File: config.mk
export PLATFORM = sky130hd
export DESIGN_NAME = page_xlate
export DESIGN_NICKNAME = d
export VERILOG_FILES = /design/src/rtl/page_xlate_pkg.sv /design/src/rtl/pm_store.sv /design/src/rtl/pm_check.sv /design/src/rtl/page_xlate.sv
export SDC_FILE = /design/constraint.sdc
export NUM_CORES = 2
export LEC_CHECK = 0
export BUFFER_PORTS_ARGS = -buffer_cell sky130_fd_sc_hd__buf_2
export CORE_MARGIN = 5
export CORE_UTILIZATION = 50
export DETAILED_ROUTE_END_ITERATION = 7
export GPL_ROUTABILITY_DRIVEN = 0
export PLACE_DENSITY = 0.73
export SLEW_MARGIN = 10
export SYNTH_ARGS = -nofsm -noshare
export SYNTH_HDL_FRONTEND = slang
export SYNTH_SLANG_ARGS = --single-unit
File: constraint.sdc
create_clock -name clk -period 1.95 [get_ports clk]
set_clock_uncertainty 0.1 [all_clocks]
set_input_delay 0.195 -clock clk [delete_from_list [all_inputs] [get_ports clk]]
set_output_delay 0.195 -clock clk [all_outputs]
set_load 0.05 [all_outputs]
File: src/rtl/page_xlate_pkg.sv
package page_xlate_pkg;

   typedef enum logic [1:0] {
      CAUSE_NONE    = 2'b00,
      CAUSE_INVALID = 2'b01,
      CAUSE_RDONLY  = 2'b10,
      CAUSE_PRIV    = 2'b11
   } xl_cause_e;

   localparam int FLAG_VALID = 0;
   localparam int FLAG_WRITE = 1;
   localparam int FLAG_KONLY = 2;
   localparam int FLAG_ACC   = 3;
   localparam int FLAG_MOD   = 4;
   localparam int FLAG_COUNT = 5;

endpackage

File: src/rtl/pm_store.sv
module pm_store
   import page_xlate_pkg::*;
#(
   parameter int ENT_W = 32,
   parameter int DEPTH = 16,
   localparam int IDX_W = (DEPTH > 1) ? $clog2(DEPTH) : 1
) (
   input  logic                        clk,
   input  logic                        rst_n,
   input  logic                        touch_en,
   input  logic                        touch_wr,
   input  logic [IDX_W-1:0]            touch_idx,
   input  logic                        wr_en,
   input  logic [IDX_W-1:0]            wr_idx,
   input  logic [ENT_W-1:0]            wr_data,
   output logic [DEPTH-1:0][ENT_W-1:0] map_q
);

   for (genvar g = 0; g < DEPTH; g++) begin : g_ent
      logic [ENT_W-1:0] ent_q;
      always_ff @(posedge clk) begin
         if (!rst_n) begin
            ent_q <= '0;
         end else if (wr_en && (wr_idx == IDX_W'(g))) begin
            ent_q <= wr_data;
         end else if (touch_en && (touch_idx == IDX_W'(g))) begin
            ent_q[FLAG_ACC] <= 1'b1;
            if (touch_wr) ent_q[FLAG_MOD] <= 1'b1;
         end
      end
      assign map_q[g] = ent_q;
   end

endmodule

File: src/rtl/pm_check.sv
module pm_check
   import page_xlate_pkg::*;
#(
   parameter int ADDR_W   = 32,
   parameter int OFFSET_W = 12,
   parameter int DEPTH    = 16,
   localparam int PAGE_W  = ADDR_W - OFFSET_W,
   localparam int IDX_W   = (DEPTH > 1) ? $clog2(DEPTH) : 1
) (
   input  logic [DEPTH-1:0][ADDR_W-1:0] map_q,
   input  logic [PAGE_W-1:0]            lpn,
   input  logic                         is_write,
   input  logic                         is_kernel,
   output logic [IDX_W-1:0]             idx,
   output logic [PAGE_W-1:0]            frame,
   output xl_cause_e                    cause
);

   logic              in_range;
   logic [ADDR_W-1:0] ent;

   if (longint'(DEPTH) < (longint'(1) << PAGE_W)) begin : g_bounded
      assign in_range = (lpn < PAGE_W'(DEPTH));
   end else begin : g_full
      assign in_range = 1'b1;
   end

   assign idx   = lpn[IDX_W-1:0];
   assign ent   = map_q[idx];
   assign frame = ent[ADDR_W-1:OFFSET_W];

   always_comb begin
      if (!in_range || !ent[FLAG_VALID])        cause = CAUSE_INVALID;
      else if (ent[FLAG_KONLY] && !is_kernel)   cause = CAUSE_PRIV;
      else if (is_write && !ent[FLAG_WRITE])    cause = CAUSE_RDONLY;
      else                                      cause = CAUSE_NONE;
   end

endmodule

File: src/rtl/page_xlate.sv
module page_xlate
   import page_xlate_pkg::*;
#(
   parameter int ADDR_W    = 32,
   parameter int OFFSET_W  = 12,
   parameter int MAP_DEPTH = 16,
   localparam int IDX_W    = (MAP_DEPTH > 1) ? $clog2(MAP_DEPTH) : 1
) (
   input  logic              clk,
   input  logic              rst_n,
   input  logic              req_valid,
   output logic              req_ready,
   input  logic [ADDR_W-1:0] req_laddr,
   input  logic              req_write,
   input  logic              req_kernel,
   output logic              rsp_valid,
   input  logic              rsp_ready,
   output logic [ADDR_W-1:0] rsp_paddr,
   output logic              rsp_fault,
   output logic [1:0]        rsp_cause,
   input  logic              cfg_en,
   input  logic              cfg_write,
   input  logic              cfg_kernel,
   input  logic [IDX_W-1:0]  cfg_index,
   input  logic [ADDR_W-1:0] cfg_wdata,
   output logic [ADDR_W-1:0] cfg_rdata,
   output logic              cfg_fault
);

   localparam int PAGE_W = ADDR_W - OFFSET_W;

   if (OFFSET_W < FLAG_COUNT || OFFSET_W >= ADDR_W) begin : g_bad_offset
      $error("page_xlate: OFFSET_W must leave room for flags and frame");
   end
   if (MAP_DEPTH < 2 || (MAP_DEPTH & (MAP_DEPTH - 1)) != 0) begin : g_bad_depth
      $error("page_xlate: MAP_DEPTH must be a power of two of at least 2");
   end
   if (longint'(MAP_DEPTH) > (longint'(1) << PAGE_W)) begin : g_bad_span
      $error("page_xlate: MAP_DEPTH exceeds the logical page space");
   end

   logic [MAP_DEPTH-1:0][ADDR_W-1:0] map_q;
   logic [IDX_W-1:0]                 hit_idx;
   logic [PAGE_W-1:0]                hit_frame;
   xl_cause_e                        hit_cause;
   logic                             accept;
   logic                             cfg_wr_ok;
   logic                             cfg_rd_ok;

   assign req_ready = !rsp_valid || rsp_ready;
   assign accept    = req_valid && req_ready;
   assign cfg_wr_ok = cfg_en && cfg_kernel && cfg_write;
   assign cfg_rd_ok = cfg_en && cfg_kernel && !cfg_write;

   pm_check #(
      .ADDR_W  (ADDR_W),
      .OFFSET_W(OFFSET_W),
      .DEPTH   (MAP_DEPTH)
   ) u_check (
      .map_q    (map_q),
      .lpn      (req_laddr[ADDR_W-1:OFFSET_W]),
      .is_write (req_write),
      .is_kernel(req_kernel),
      .idx      (hit_idx),
      .frame    (hit_frame),
      .cause    (hit_cause)
   );

   pm_store #(
      .ENT_W(ADDR_W),
      .DEPTH(MAP_DEPTH)
   ) u_store (
      .clk      (clk),
      .rst_n    (rst_n),
      .touch_en (accept && (hit_cause == CAUSE_NONE)),
      .touch_wr (req_write),
      .touch_idx(hit_idx),
      .wr_en    (cfg_wr_ok),
      .wr_idx   (cfg_index),
      .wr_data  (cfg_wdata),
      .map_q    (map_q)
   );

   always_ff @(posedge clk) begin
      if (!rst_n) begin
         rsp_valid <= 1'b0;
         rsp_paddr <= '0;
         rsp_fault <= 1'b0;
         rsp_cause <= CAUSE_NONE;
      end else if (accept) begin
         rsp_valid <= 1'b1;
         rsp_fault <= (hit_cause != CAUSE_NONE);
         rsp_cause <= hit_cause;
         rsp_paddr <= (hit_cause == CAUSE_NONE) ?
                      {hit_frame, req_laddr[OFFSET_W-1:0]} : '0;
      end else if (rsp_ready) begin
         rsp_valid <= 1'b0;
      end
   end

   always_ff @(posedge clk) begin
      if (!rst_n) begin
         cfg_rdata <= '0;
         cfg_fault <= 1'b0;
      end else begin
         cfg_fault <= cfg_en && !cfg_kernel;
         if (cfg_rd_ok) cfg_rdata <= map_q[cfg_index];
      end
   end

endmodule

**Word-level counts from Yosys, hierarchy flattened**

Index checks and enable logic that the tools add are counted.

- Register bits: 581
- Latch bits: 0
- Memory bits (writable): 0
- Memory bits (read-only): 0
- Output and inout bits: 70
- Logic and storage cells: 232
- Memories: 0

- $add $sub $neg: 0
- Multipliers: 0
- Divide/modulo/power cells: 0
- $lt $le $gt $ge: 3
- Equal/unequal tests: 30
- Shift operators: 0
- Multiplexer cells: 43
- Bitwise gates (word level): 0
- Reduce and logical (&&, ||, !) cells: 102

Operators with widths:

| operator | count |
|---|---|
| $bmux 32 s4 | 2 |
| $mux 32 | 3 |
| $mux 2 | 35 |
| $reduce_bool 2->1 | 34 |
| $eq 4x4->1 const B | 16 |
| $logic_and 1x1->1 | 40 |
| $eq 4x3->1 const B | 8 |
| $reduce_and 2->1 | 16 |
| $lt 20x5->1 const B | 1 |
| $eq 4x2->1 const B | 4 |
| $lt 4x5->1 const B | 2 |
| $eq 4x1->1 const B | 2 |
| $logic_not 4->1 | 2 |
| $logic_not 1->1 | 7 |
| $mux 1 | 3 |
| $logic_not 2->1 | 1 |
| $logic_or 1x1->1 | 2 |

**Depth between registers and ports, before layout**

- Word-level depth: 12
- Mapped depth: 9

**Cells and area by module**

A second synthesis with hierarchy kept.

- Cell total of the unflattened synthesis: 3166
- Area, all modules: 30420.4 sq um

By module, submodules not included:

| module | instances | cells each | area each (sq um) | seq. area each (sq um) |
|---|---|---|---|---|
| pm_store | 1 | 2443 | 21025.2 | 10249.8 |
| page_xlate | 1 | 545 | 6327.3 | 1381.3 |
| pm_check | 1 | 178 | 3067.9 | 0.0 |

**Least setup slack after synthesis**

Ideal clock, no wire load.

- Path type: register to register
- From: register rsp_valid
- To: register rsp_paddr[13]
- Library setup time: 0.130 ns
- Data arrival time: 1.994 ns
- Data required time: 1.720 ns
- Path slack: -0.274 ns
- Stages on the path, launching flop included: 7
- Buffers on the path: 1
- Period minus slack after synthesis: 2.224 ns
- Cell sequence: dfxtp_1 nand2b_1 and2_1 nand4_1 a21o_1 clkbuf_1 o31ai_1

- Word-level cells in the longest chain between the ends: 3

RTL lines:

| element | RTL line | RTL |
|---|---|---|
| from (decl) | page_xlate.sv:16 | `output logic rsp_valid,` |
| from (signal assigned) | page_xlate.sv:86 | `rsp_valid <= 1'b0;` |
| from (signal assigned) | page_xlate.sv:91 | `rsp_valid <= 1'b1;` |
| from (signal assigned) | page_xlate.sv:97 | `rsp_valid <= 1'b0;` |
| $logic_not 1->1 | page_xlate.sv:50 | `assign req_ready = !rsp_valid \|\| rsp_ready;` |
| $logic_or 1x1->1 | page_xlate.sv:50 |  |
| via req_ready | page_xlate.sv:12 | `output logic req_ready,` |
| $logic_and 1x1->1 | page_xlate.sv:51 | `assign accept = req_valid && req_ready;` |
| to (signal assigned) | page_xlate.sv:94 | `rsp_paddr <= (hit_cause == CAUSE_NONE) ?` |
| to (decl) | page_xlate.sv:18 | `output logic [ADDR_W-1:0] rsp_paddr,` |

The timed path passes the listed nets, and every way through them passes these cells.
A chain may end at the register's enable or synchronous reset.

**Worst setup path in the final report**

- From: register u_store.g_ent[7].ent_q[1]
- To: register rsp_paddr[13]

- Word-level cells in the longest chain between the ends: 9

RTL lines:

| element | RTL line | RTL |
|---|---|---|
| from (decl) | pm_store.sv:20 | `logic [ENT_W-1:0] ent_q;` |
| from (signal assigned) | pm_store.sv:25 | `ent_q <= wr_data;` |
| $bmux 32 s4 | pm_check.sv:29 | `assign ent = map_q[idx];` |
| $mux 32 (implied by the code) | pm_check.sv:29 |  |
| $logic_not 1->1 | pm_check.sv:35 | `else if (is_write && !ent[FLAG_WRITE]) cause = CAUSE_RDONLY;` |
| $logic_and 1x1->1 | pm_check.sv:35 |  |
| $mux 2 | pm_check.sv:35 |  |
| $mux 2 | pm_check.sv:34 | `else if (ent[FLAG_KONLY] && !is_kernel) cause = CAUSE_PRIV;` |
| $mux 2 | pm_check.sv:33 | `if (!in_range \|\| !ent[FLAG_VALID]) cause = CAUSE_INVALID;` |
| $logic_not 2->1 | page_xlate.sv:94 |  |
| $mux 32 | page_xlate.sv:94 |  |

Every way passes these cells. The select of a mux whose other input is x is not followed.

==> qor.txt <==
Status - finished, violations left
Failing checks - negative setup slack
Highest Clock Rate - 0.496 GHz
Period utilisation layout - 103%
Clock latency on the worst-skew pair - 0.64 ns
Post-synth top area cell - dfxtp_1
Min-Delay Path Class - input port to register
Initial Utilization - 50.4%
Final Util - 60.2%
Core area - 57600 um^2
Syn Std Cell Area - 29000 um^2
Total Routing Usage GR - 30.6%
Drt wl/cell - 24.4 um
Final instance area - 34700 um^2
Critical Path RT - 2.36 ns
Max VDD drop - 0.694 mV
Fill count - 4637
Final hold vios - 0
Synth warn - 0
Synth Register Bits - 581
Most common cell in the netlist - nand2_1
Setup WS post-layout - -0.0665 ns
Area growth, synth to finish - 19.5%
Internal power - 0.0194 W
Cell Count, Final, Fillers Out - 4068
Ranking of synthesized cells by area - dfxtp_1 (40%), mux4_2 (19%), nand2_1 (14%), a21boi_0 (13%), clkbuf_1 (3.5%)
Comb power frac - 8.1%
Synth cell types - 52
Routed Wire Length - 99.3 mm
Pre-CTS WS - -0.278 ns
CTS sink count - 581
Mapped Cells - 3083
Slew @ Worst Pin - 0.631 ns
PwrDens - 737 nW/um^2
Net Switching - 0.00611 W
Detailed Routing Iterations Pass 1 - 7
CTS tree - built
IO Pins - 147
Seq pwr share - 46.8%
First-iteration detailed-routing DRC count - 2822
Max Cap Viol - 0
Final setup vio count - 57
FF+latch area - 11600 um^2
Via count - 25593
Global-route wire length before repair - 152 mm
Num CTS Buffers - 60
Post-Syn Area per Cell - 9.42 um^2
Leakage - 11.8 nW
Clock root buffer master - clkbuf_16
Pin count of the biggest net entering global routing - 143
Synth Flop Type - dfxtp_1
H-tree depth - 2
Async set or reset register ratio after synthesis - 0%
Clk slew on worst S/H paths - 0.06 ns
Clock share of power - 45.1%
Vias in the first global route - 25803
Routed Antenna Nets - 0
Mapped Nets - 3160
Slew Viols, Final - 0
Sequential share of the synthesized area - 40.1%
PortBufs - 146
Chip Height - 251 um
Cells after DPL - 3899
Post-synth EDFFs - 0
Relative slew slack - 57.9%
Fraction of layout cells with a size suffix above 1 - 25.4%
Initial antenna violation count - 3
Die width - 251 um
Area occupied by multi-input gates - 16200 um^2
Site row count - 88
RSZ-0062 raised after global routing - yes
Final Critical Period - 2.02 ns
Setup Crit Path Kind - register to register
Startpoint Class - register
Via density - 6.29
Overflow after GRT - 0
Worst EP arrival - 2.43 ns
Crit-path max FO - 11
HPWL Detailed - 66.2 mm
Area of the die - 63000 um^2
Crit path capture type - register
Top cells by count, synth - nand2_1 (1061), dfxtp_1 (581), a21boi_0 (493)
Top cell type's share of synthesized area - 40.1%
Sw Ratio - 23.9%
Placed Area - 32000 um^2
Remaining DRCs - 0
Max Root-Sink Buffers - 3
Power consumption - 0.0255 W
Final #Nets - 3330
[cells in the final DEF, fill, tap and decap left out, types with 6 or more instances in the layout]
| cell type | synthesis | final |
|---|---|---|
| nor3_2 | 0 | 8 |
| clkinv_2 | 0 | 7 |
| o31ai_2 | 40 | 39 |
| a21boi_1 | 20 | 20 |
| o21a_1 | 8 | 8 |
| clkbuf_1 | 273 | 16 |
| clkbuf_16 | 0 | 62 |
| a22o_1 | 41 | 41 |
| nand3_1 | 48 | 42 |
| or3_2 | 0 | 6 |
| clkbuf_8 | 0 | 21 |
| buf_2 | 42 | 141 |
| dfxtp_1 | 581 | 577 |
| a21boi_0 | 493 | 493 |
| buf_12 | 0 | 53 |
| nor2_4 | 0 | 7 |
| mux2i_1 | 14 | 14 |
| mux2_2 | 16 | 16 |
| o211ai_1 | 16 | 16 |
| nand3_2 | 0 | 6 |
| o21bai_1 | 8 | 8 |
| dlygate4sd3_1 | 0 | 49 |
| buf_4 | 3 | 189 |
| nand2_1 | 1061 | 1060 |
| o31ai_1 | 24 | 24 |
| o21ai_0 | 37 | 36 |
| buf_6 | 10 | 9 |
| mux4_2 | 245 | 245 |
[worst max-delay path: stages, from the launching register on]
cell	delay (ns)
dfxtp_2	0.32
mux4_2	0.52
a22o_1	0.25
o211ai_4	0.24
buf_12	0.22
buf_16	0.16
o31ai_1	0.08
[flip-flops by register name (all words and copies together) (netlist names)]
name,count
cfg_fault,1
cfg_rdata,32
rsp_cause,2
rsp_fault,1
rsp_paddr,32
rsp_valid,1
u_store.g_ent.ent_q,512
[kinds of logic (layout without fill, tap and decap cells)]
group / Yosys count / after routing / synth area share (%)
multiplexers: 275 / 275 / 20.1
flip-flops: 581 / 581 / 40.1
AO/OA/AOI/OAI: 707 / 707 / 18.9
AND/OR/NAND/NOR: 1177 / 1177 / 16.0
buffers and inverters: 343 / 560 / 4.91
other: 0 / 3 / 0
[area by class of cell]
cell class,count,share of cell area (%)
Antenna cell,3,0.0216
Clock buffer,98,5.41
Clock inverter,11,0.289
Inverter,4,0.0433
Multi-Input combinational cell,2159,46.7
Sequential cell,581,33.6
Tap cell,765,2.76
Timing Repair Buffer,447,11.3
[power groups by stage]
stage / Combinational [W] / Sequential (W) / Clock [W]
after global routing: 0.00216 / 0.0120 / 0.0121
final: 0.00207 / 0.0120 / 0.0115
after CTS: 0.00202 / 0.0120 / 0.0116
after global placement: 0.00186 / 0.0122 / 0
after floorplan: 0.00117 / 0.0122 / 0
after detailed placement: 0.00189 / 0.0122 / 0
[metrics by stage]
step	hold WS, ns	setup TNS [ns]
3_5_place_dp	0.349	-47.41
2_1_floorplan	0.226	-0.935
3_3_place_gp	0.340	-31.77
6_report	0.0698	-2.80
4_1_cts	0.0242	-1.94
5_1_grt	0.0444	-3.49
[path summary, 6_finish.rpt]
kind / startpoint / endpoint / slack [ns] / depth (start not counted)
max: u_store.g_ent[7].ent_q[1] / rsp_paddr[13] / -0.07 / 6
min: req_write / u_store.g_ent[6].ent_q[4] / 0.07 / 4
max reg2reg: u_store.g_ent[7].ent_q[1] / rsp_paddr[13] / -0.07 / 6
min reg2reg: u_store.g_ent[2].ent_q[11] / u_store.g_ent[2].ent_q[11] / 0.36 / 2
[timing repair]
item | 4_1_cts | 5_1_grt
pin swaps | 11 | 1
cloned | 2 | 2
endpoints found under the hold margin | 519 | 0
hold buffers | 49 | 0
resized for setup | 16 | 3
endpoints found under the setup margin | 64 | 65
setup buffers | 6 | 0
[layer usage]
layer	share of wire, %	global-route usage [%]
met2	46	49.0
met1	37	39.2
met4	5.9	15.2
met3	11	7.41
met5	0.0070	0
Note: power is estimated with default switching activity, not from simulation.
